File: src/rtl/alu_pkg.sv
package alu_pkg;
    localparam int SLICES_PER_UNIT = 4;

    typedef enum logic [1:0] {
        OP_ARITH = 2'b00,
        OP_AND   = 2'b01,
        OP_OR    = 2'b10,
        OP_SLT   = 2'b11
    } alu_op_e;
endpackage

File: src/rtl/alu_slice.sv
module alu_slice
    import alu_pkg::*;
(
    input  logic    a,
    input  logic    b,
    input  logic    cin,
    input  logic    inv_b,
    input  alu_op_e op,
    input  logic    less,
    output logic    g,
    output logic    p,
    output logic    sum,
    output logic    res
);
    logic b_eff;

    always_comb begin
        b_eff = b ^ inv_b;
        g     = a & b_eff;
        p     = a | b_eff;
        sum   = a ^ b_eff ^ cin;
        unique case (op)
            OP_ARITH: res = sum;
            OP_AND:   res = g;
            OP_OR:    res = p;
            default:  res = less;
        endcase
    end
endmodule

File: src/rtl/cla_unit.sv
module cla_unit (
    input  logic [3:0] g,
    input  logic [3:0] p,
    input  logic       cin,
    output logic [3:0] c,
    output logic       gg,
    output logic       pg
);
    always_comb begin
        c[0] = cin;
        c[1] = g[0] | (p[0] & cin);
        c[2] = g[1] | (p[1] & g[0]) | (p[1] & p[0] & cin);
        c[3] = g[2] | (p[2] & g[1]) | (p[2] & p[1] & g[0])
             | (p[2] & p[1] & p[0] & cin);
        gg   = g[3] | (p[3] & g[2]) | (p[3] & p[2] & g[1])
             | (p[3] & p[2] & p[1] & g[0]);
        pg   = &p;
    end
endmodule

File: src/rtl/alu_unit4.sv
module alu_unit4
    import alu_pkg::*;
#(
    parameter int W = SLICES_PER_UNIT
) (
    input  logic [W-1:0] a,
    input  logic [W-1:0] b,
    input  logic         cin,
    input  logic         inv_b,
    input  alu_op_e      op,
    input  logic [W-1:0] less,
    output logic [W-1:0] sum,
    output logic [W-1:0] res,
    output logic         gg,
    output logic         pg
);
    logic [W-1:0] g, p, c;

    for (genvar i = 0; i < W; i++) begin : g_slice
        alu_slice u_slice (
            .a(a[i]), .b(b[i]), .cin(c[i]), .inv_b(inv_b), .op(op),
            .less(less[i]), .g(g[i]), .p(p[i]), .sum(sum[i]), .res(res[i])
        );
    end

    cla_unit u_cla (.g(g), .p(p), .cin(cin), .c(c), .gg(gg), .pg(pg));
endmodule

File: src/rtl/alu_unit16.sv
module alu_unit16
    import alu_pkg::*;
#(
    parameter int SUB = SLICES_PER_UNIT,
    localparam int W  = SUB * 4
) (
    input  logic [W-1:0] a,
    input  logic [W-1:0] b,
    input  logic         cin,
    input  logic         inv_b,
    input  alu_op_e      op,
    input  logic [W-1:0] less,
    output logic [W-1:0] sum,
    output logic [W-1:0] res,
    output logic         gg,
    output logic         pg
);
    logic [3:0] ug, up, uc;

    for (genvar k = 0; k < 4; k++) begin : g_unit
        alu_unit4 #(.W(SUB)) u_unit (
            .a(a[k*SUB +: SUB]), .b(b[k*SUB +: SUB]), .cin(uc[k]),
            .inv_b(inv_b), .op(op), .less(less[k*SUB +: SUB]),
            .sum(sum[k*SUB +: SUB]), .res(res[k*SUB +: SUB]),
            .gg(ug[k]), .pg(up[k])
        );
    end

    cla_unit u_cla (.g(ug), .p(up), .cin(cin), .c(uc), .gg(gg), .pg(pg));
endmodule

File: src/rtl/lookahead_alu32.sv
module lookahead_alu32
    import alu_pkg::*;
#(
    parameter int UNIT = SLICES_PER_UNIT,
    localparam int HALF = UNIT * 4,
    localparam int W    = HALF * 2
) (
    input  logic         clk,
    input  logic         rst_n,
    input  logic [W-1:0] a,
    input  logic [W-1:0] b,
    input  logic         inv_b,
    input  logic         carry_in,
    input  logic [1:0]   op,
    output logic [W-1:0] result
);
    typedef struct packed {
        logic [W-1:0] res;
    } state_t;

    state_t       st_d, st_q;
    logic [W-1:0] sum_w, res_w, less_w;
    logic         g_lo, p_lo, g_hi, p_hi, mid_c;
    alu_op_e      op_e;

    assign op_e   = alu_op_e'(op);
    assign mid_c  = g_lo | (p_lo & carry_in);
    assign less_w = {{(W-1){1'b0}}, sum_w[W-1]};

    alu_unit16 #(.SUB(UNIT)) u_lo (
        .a(a[HALF-1:0]), .b(b[HALF-1:0]), .cin(carry_in), .inv_b(inv_b),
        .op(op_e), .less(less_w[HALF-1:0]), .sum(sum_w[HALF-1:0]),
        .res(res_w[HALF-1:0]), .gg(g_lo), .pg(p_lo)
    );

    alu_unit16 #(.SUB(UNIT)) u_hi (
        .a(a[W-1:HALF]), .b(b[W-1:HALF]), .cin(mid_c), .inv_b(inv_b),
        .op(op_e), .less(less_w[W-1:HALF]), .sum(sum_w[W-1:HALF]),
        .res(res_w[W-1:HALF]), .gg(g_hi), .pg(p_hi)
    );

    always_comb begin
        st_d     = st_q;
        st_d.res = res_w;
    end

    always_ff @(posedge clk) begin
        if (!rst_n) st_q <= '0;
        else        st_q <= st_d;
    end

    assign result = st_q.res;

    logic [W-1:0] b_ref;
    assign b_ref = inv_b ? ~b : b;

    AST_ARITH_SUM: assert property (@(posedge clk) disable iff (!rst_n)
        ($past(rst_n) && $past(op) == 2'b00) |->
        result == $past(a + b_ref + W'(carry_in)));
    AST_SUBTRACT: assert property (@(posedge clk) disable iff (!rst_n)
        ($past(rst_n) && $past(op) == 2'b00 && $past(inv_b) && $past(carry_in)) |->
        result == $past(a - b));
    AST_AND_FUNC: assert property (@(posedge clk) disable iff (!rst_n)
        ($past(rst_n) && $past(op) == 2'b01) |-> result == $past(a & b_ref));
    AST_OR_FUNC: assert property (@(posedge clk) disable iff (!rst_n)
        ($past(rst_n) && $past(op) == 2'b10) |-> result == $past(a | b_ref));
    AST_SLT_UPPER: assert property (@(posedge clk) disable iff (!rst_n)
        ($past(rst_n) && $past(op) == 2'b11) |-> result[W-1:1] == '0);
    AST_SLT_SIGN: assert property (@(posedge clk) disable iff (!rst_n)
        ($past(rst_n) && $past(op) == 2'b11 && $past(inv_b) && $past(carry_in)) |->
        result[0] == $past(((a - b) >> (W-1)) & W'(1)) != '0);
    AST_RESET_ZERO: assert property (@(posedge clk)
        $past(rst_n) == 1'b0 && $past(rst_n, 2) == 1'b0 |-> result == '0);
endmodule

File: config.mk
export PLATFORM = sky130hd
export DESIGN_NAME = lookahead_alu32
export DESIGN_NICKNAME = d
export VERILOG_FILES = /design/src/rtl/alu_pkg.sv /design/src/rtl/alu_slice.sv /design/src/rtl/cla_unit.sv /design/src/rtl/alu_unit4.sv /design/src/rtl/alu_unit16.sv /design/src/rtl/lookahead_alu32.sv
export SDC_FILE = /design/constraint.sdc
export NUM_CORES = 1
export LEC_CHECK = 0
export CAP_MARGIN = 10
export CORE_MARGIN = 2
export CORE_UTILIZATION = 51
export DETAILED_ROUTE_END_ITERATION = 7
export HOLD_SLACK_MARGIN = 0.15
export PLACE_DENSITY = 0.83
export SYNTH_ARGS = -nofsm -noshare
export SYNTH_HDL_FRONTEND = slang
export SYNTH_HIERARCHICAL = 1
export SYNTH_SLANG_ARGS = --single-unit
export TNS_END_PERCENT = 10
File: constraint.sdc
create_clock -name clk -period 4.35 [get_ports clk]
set_input_delay 1.0875 -clock clk [delete_from_list [all_inputs] [get_ports clk]]
set_output_delay 1.0875 -clock clk [all_outputs]
set_load 0.02 [all_outputs]
==> impl_metrics.py, run 1 <==
metrics = {
    "drt": {
        "drt.antenna.violating_nets": 0,
        "drtPass1Iterations": 4,
        "vias": 3446,
        "route.final.wire_length_um": 9210,
        "viasPerCell": 4.97,
        "drtIter0Drc": 69,
        "wire_per_inst_um": 13.3,
        "drc": 0,
    },
    "yosys": {
        "synth.avg_cell_area_um2": 8.97,
        "syn_area_um2": 3970,
        "yosysWarnings": 6,
        "netlist_instances": 443,
    },
    "pwr": {
        "power_switching_mw": 0.462,
        "swShare_pct": 35.7,
        "p_clk_share_pct": 16.7,
        "power.density_nw_per_um2": 240,
        "power_mw": 1.29,
        "combPwrFrac_pct": 57.0,
        "seq_power_share_pct": 26.3,
        "p_int_mw": 0.830,
        "vdd_drop_max_uv": 105,
        "p_leak_nw": 2.72,
    },
    "clock_network": {
        "ctsHoldBuffers": 0,
        "clock_path_buffers": 2,
        "cts_setup_buffers": 0,
        "htree_num_levels": 2,
        "cts.clk_slew.worst_paths_ps": 70,
        "cts_sinks": 32,
        "cts-buffers-inserted": 5,
        "cts_root_buf": "clkbuf_8",
        "cts_tree": "done",
    },
    "final_layout": {
        "final_common_cell": "clkdlybuf4s50_1",
        "layout_common_cells": "99 x clkdlybuf4s50_1, 96 x inv_1, 64 x xor2_1, 64 x ha_1",
        "drive_gt1_share_pct": 19.9,
        "antenna_cells": 0,
        "fin_nets": 728,
        "area_growth_pct": 35.7,
        "largest_reg_flops": 32,
        "stdcell_count": 694,
    },
    "setup_path": {
        "path_class": "in2reg",
        "critPathRequiredTime_ps": 4530,
        "critical_path_arrival_ps": 4260,
        "cp_max_fo": 4,
        "critical_path.endpoint_type": "flop",
        "start_kind": "primary input",
    },
    "global_route": {
        "grt_pass1_wl_um": 15300,
        "grt_usage_pct": 22.4,
        "grt_overflow": 0,
        "grt_max_degree": 33,
        "antenna_found_initial": 0,
        "grt_pass1_vias": 3589,
    },
    "run_status": {
        "outcome": "finished, final reports clean",
    },
    "worst_hold_path": {
        "min-delay-path-class": "in2reg",
    },
    "sta": {
        "tightest_slew_ps": 1040,
        "rsz0062_at_grt": "false",
        "post-route-period-util_pct": 93.8,
        "setup_viol": 0,
        "slew_violations": 0,
        "hold_slack_ps": 1630,
        "fin_crit_ps": 4080,
        "fmax_ghz": 0.245,
        "slew_headroom_pct": 30.5,
        "worst_slack_ps": 271,
        "hold_viol_final": 0,
    },
    "floorplan": {
        "initial_utilization_pct": 51.9,
        "die-width_um": 92.3,
        "die-area_um2": 8510,
        "coreArea_um2": 7650,
        "die_height_um": 92.3,
        "row_count": 32,
        "ios": 102,
    },
    "place": {
        "dp.cells": 689,
        "port_buffers": 101,
        "place_ws_ps": -204,
        "gp_congestion": 0.876,
        "dp_hpwl_um": 7500,
    },
    "run": {
        "maxCapViolCount": 0,
    },
}
==> power by group through the flow <==
stage	registers (mW)	logic [mW]	clock network (mW)
6_report	0.340	0.736	0.215
5_1_grt	0.344	0.809	0.228
4_1_cts	0.341	0.738	0.219
3_5_place_dp	0.347	0.734	0
3_3_place_gp	0.347	0.700	0
2_1_floorplan	0.394	0.430	0
==> metrics by stage <==
stage | TNS, ps | utilization [%] | instance area (um^2)
after global routing | 0 | 70.5 | 5390
after global placement | -184 | 69.6 | 5320
after floorplan | 0 | - | 4090
final | 0 | 70.5 | 5390
after detailed placement | -742 | 69.6 | 5320
after CTS | 0 | 70.5 | 5390
==> worst max-delay path, cell delays in order <==
cell             delay (ps)
clkdlybuf4s50_1         420
xor2_1                  170
inv_1                    80
ha_1                    140
inv_1                    70
a21oi_1                 140
o21ai_0                 150
a21oi_1                 140
o21ai_0                  90
a21o_1                  190
a21oi_2                 180
inv_2                    50
a21o_1                  200
a21oi_2                 170
inv_2                    50
a21o_1                  180
xor2_1                  130
mux4_2                  440
and2_2                  190
==> per-layer routing <==
layer  GRT usage (%)  wire, um  vias up
met5               0         0        -
met4            6.22       133        0
met3            3.45       563       16
met2            44.8      4980      125
met1            23.9      3530     1624
li1                -         -     1681
==> layout make-up <==
cell class	instances	area, um^2
tap	102	128
timing repair buffer	127	1200
inverter	106	398
fill	582	2250
multi-input combinational	322	2960
clock buffer	5	68.8
sequential	32	641
==> path summary, 6_finish.rpt <==
check | start | end | slack [ps] | cells past startpoint
hold / removal | op[0] | result[31] | 1630 | 3
setup / recovery | b[11] | result[26] | 270 | 19
==> repair_timing <==
action | in CTS | in global routing
resized for setup | 0 | 4
endpoints found under the setup margin | 0 | 6
endpoints found under the hold margin | 0 | 0
Power figures use the tool's default switching activity.
==> inputs of run 2 (changes only) <==
--- a/config.mk
+++ b/config.mk
@@ -6,11 +6,14 @@
 export NUM_CORES = 1
 export LEC_CHECK = 0
 export CAP_MARGIN = 10
+export CELL_PAD_IN_SITES_DETAIL_PLACEMENT = 1
+export CELL_PAD_IN_SITES_GLOBAL_PLACEMENT = 1
 export CORE_MARGIN = 2
-export CORE_UTILIZATION = 51
+export CORE_UTILIZATION = 38
 export DETAILED_ROUTE_END_ITERATION = 7
 export HOLD_SLACK_MARGIN = 0.15
-export PLACE_DENSITY = 0.83
+export PLACE_DENSITY_LB_ADDON = 0.1
+export REMOVE_ABC_BUFFERS = 1
 export SYNTH_ARGS = -nofsm -noshare
 export SYNTH_HDL_FRONTEND = slang
 export SYNTH_HIERARCHICAL = 1
==> impl_metrics.py, run 2 (synthesis results as in run 1) <==
metrics = {
    "clock_network": {
        "cts-buffers-inserted": 5,
        "clock_path_buffers": 2,
        "ctsHoldBuffers": 0,
        "cts_sinks": 32,
        "cts.clk_slew.worst_paths_ps": 80,
        "htree_num_levels": 2,
        "cts_root_buf": "clkbuf_8",
        "cts_tree": "done",
        "cts_setup_buffers": 0,
    },
    "global_route": {
        "antenna_found_initial": 0,
        "grt_pass1_wl_um": 17000,
        "grt_overflow": 0,
        "grt_usage_pct": 18.7,
        "grt_max_degree": 33,
        "grt_pass1_vias": 3757,
    },
    "setup_path": {
        "critPathRequiredTime_ps": 4530,
        "cp_max_fo": 3,
        "path_class": "in2reg",
        "start_kind": "primary input",
        "crit_top_cell": "a21o_1",
        "cpPeakStageDelay_ps": 440,
        "startpoint": "b[9]",
        "crit_chain": "clkdlybuf4s50_1 -> xor2_1 -> inv_1 -> ha_1 -> inv_1 -> a21oi_1 -> o21ai_0 -> a21oi_1 -> o21ai_1 -> a21o_1 -> a21oi_2 -> inv_2 -> a21o_1 -> a21oi_2 -> inv_2 -> a21o_1 -> xor2_1 -> mux4_2 -> and2_2",
        "cp_top_family": "compound AO/OA/AOI/OAI gates",
        "critical_path.endpoint_type": "flop",
        "cp_slowest_cell": "clkdlybuf4s50_1",
        "worst-path-buf-inv": 5,
        "critical_path_arrival_ps": 4270,
    },
    "drt": {
        "drt.antenna.violating_nets": 0,
        "wl_met1_um": 4140,
        "drc": 0,
        "wl_met2_um": 5430,
        "top_layer": "met4",
        "route.final.wire_length_um": 10000,
        "drtPass1Iterations": 4,
        "vias": 3426,
        "wl_met3_um": 350,
        "viasPerCell": 4.67,
        "wire_per_inst_um": 13.7,
        "drtIter0Drc": 62,
    },
    "final_layout": {
        "area_growth_pct": 39.0,
        "drive_gt1_share_pct": 21.1,
        "largest_reg_flops": 32,
        "final_util_pct": 54.0,
        "fin_area_um2": 5520,
        "fin_nets": 730,
        "final_common_cell": "clkdlybuf4s50_1",
        "layout_common_cells": "97 x clkdlybuf4s50_1, 96 x inv_1, 64 x ha_1",
        "fill_cells": 1236,
        "antenna_cells": 0,
    },
    "run_status": {
        "outcome": "finished, final reports clean",
    },
    "sta": {
        "slew_headroom_pct": 24.8,
        "setup_viol": 0,
        "fin_crit_ps": 4090,
        "tns_ps": 0,
        "fmax_ghz": 0.244,
        "rsz0062_at_grt": "false",
        "slew_violations": 0,
        "post-route-period-util_pct": 94.0,
        "hold_viol_final": 0,
        "tightest_slew_ps": 1130,
    },
    "floorplan": {
        "ios": 102,
        "die-area_um2": 11300,
        "initial_utilization_pct": 38.8,
        "coreArea_um2": 10200,
        "row_count": 37,
        "die_height_um": 106,
        "die-width_um": 106,
    },
    "place": {
        "dp_hpwl_um": 8160,
        "port_buffers": 101,
        "dpl-instance-area_um2": 5400,
        "gp_congestion": 0.776,
    },
    "pwr": {
        "power.density_nw_per_um2": 242,
        "vdd_drop_max_uv": 126,
        "p_leak_nw": 2.76,
    },
    "worst_hold_path": {
        "worstHoldStart": "op[1]",
        "min-delay-path-class": "in2reg",
    },
    "run": {
        "maxCapViolCount": 0,
    },
}
-- run 2: cell count changes in the layout (fill, tap and decap cells not counted), sizes merged --
cell,delta
buf,+4
clkbuf,+2
clkdlybuf4s50,-2
dlymetal6s2s,+1
-- run 2: layout make-up --
cell class	instances	area [um^2]	share of cell area, %
clock buffer	8	90.1	1.63
sequential	32	641	11.6
timing repair buffer	129	1230	22.3
tap	136	170	3.08
inverter	106	398	7.21
multi-input combinational	322	2990	54.1
-- run 2: per-layer routing --
layer | global-route usage, % | up-vias
li1 | - | 1676
met1 | 21.4 | 1673
met2 | 36.3 | 65
met3 | 2.70 | 12
met4 | 3.95 | 0
met5 | 0 | -
-- run 2: final timing paths --
path / depth (start not counted) / endpoint
max: 19 / result[26]
min: 3 / result[28]
-- run 2: per-stage QoR --
stage                     total power [mW]  setup WS (ps)  hold WS (ps)  instances
after floorplan                      0.799            545          1220        460
after global placement                1.07           -116          1880        725
after detailed placement              1.09           -273          1880        725
after CTS                             1.35           23.3          1680        733
after global routing                  1.45           4.02          1690        733
final                                 1.34            259          1660        733
-- run 2: timing repair --
| item | CTS | global route |
|---|---|---|
| setup endpoints to repair | 0 | 8 |
| gates resized for setup | 0 | 11 |
| endpoints found under the hold margin | 0 | 0 |
-- run 2: power breakdown --
group	switching (mW)	internal, mW
clock	0.119	0.129
combinational	0.344	0.405
sequential	0.0115	0.330
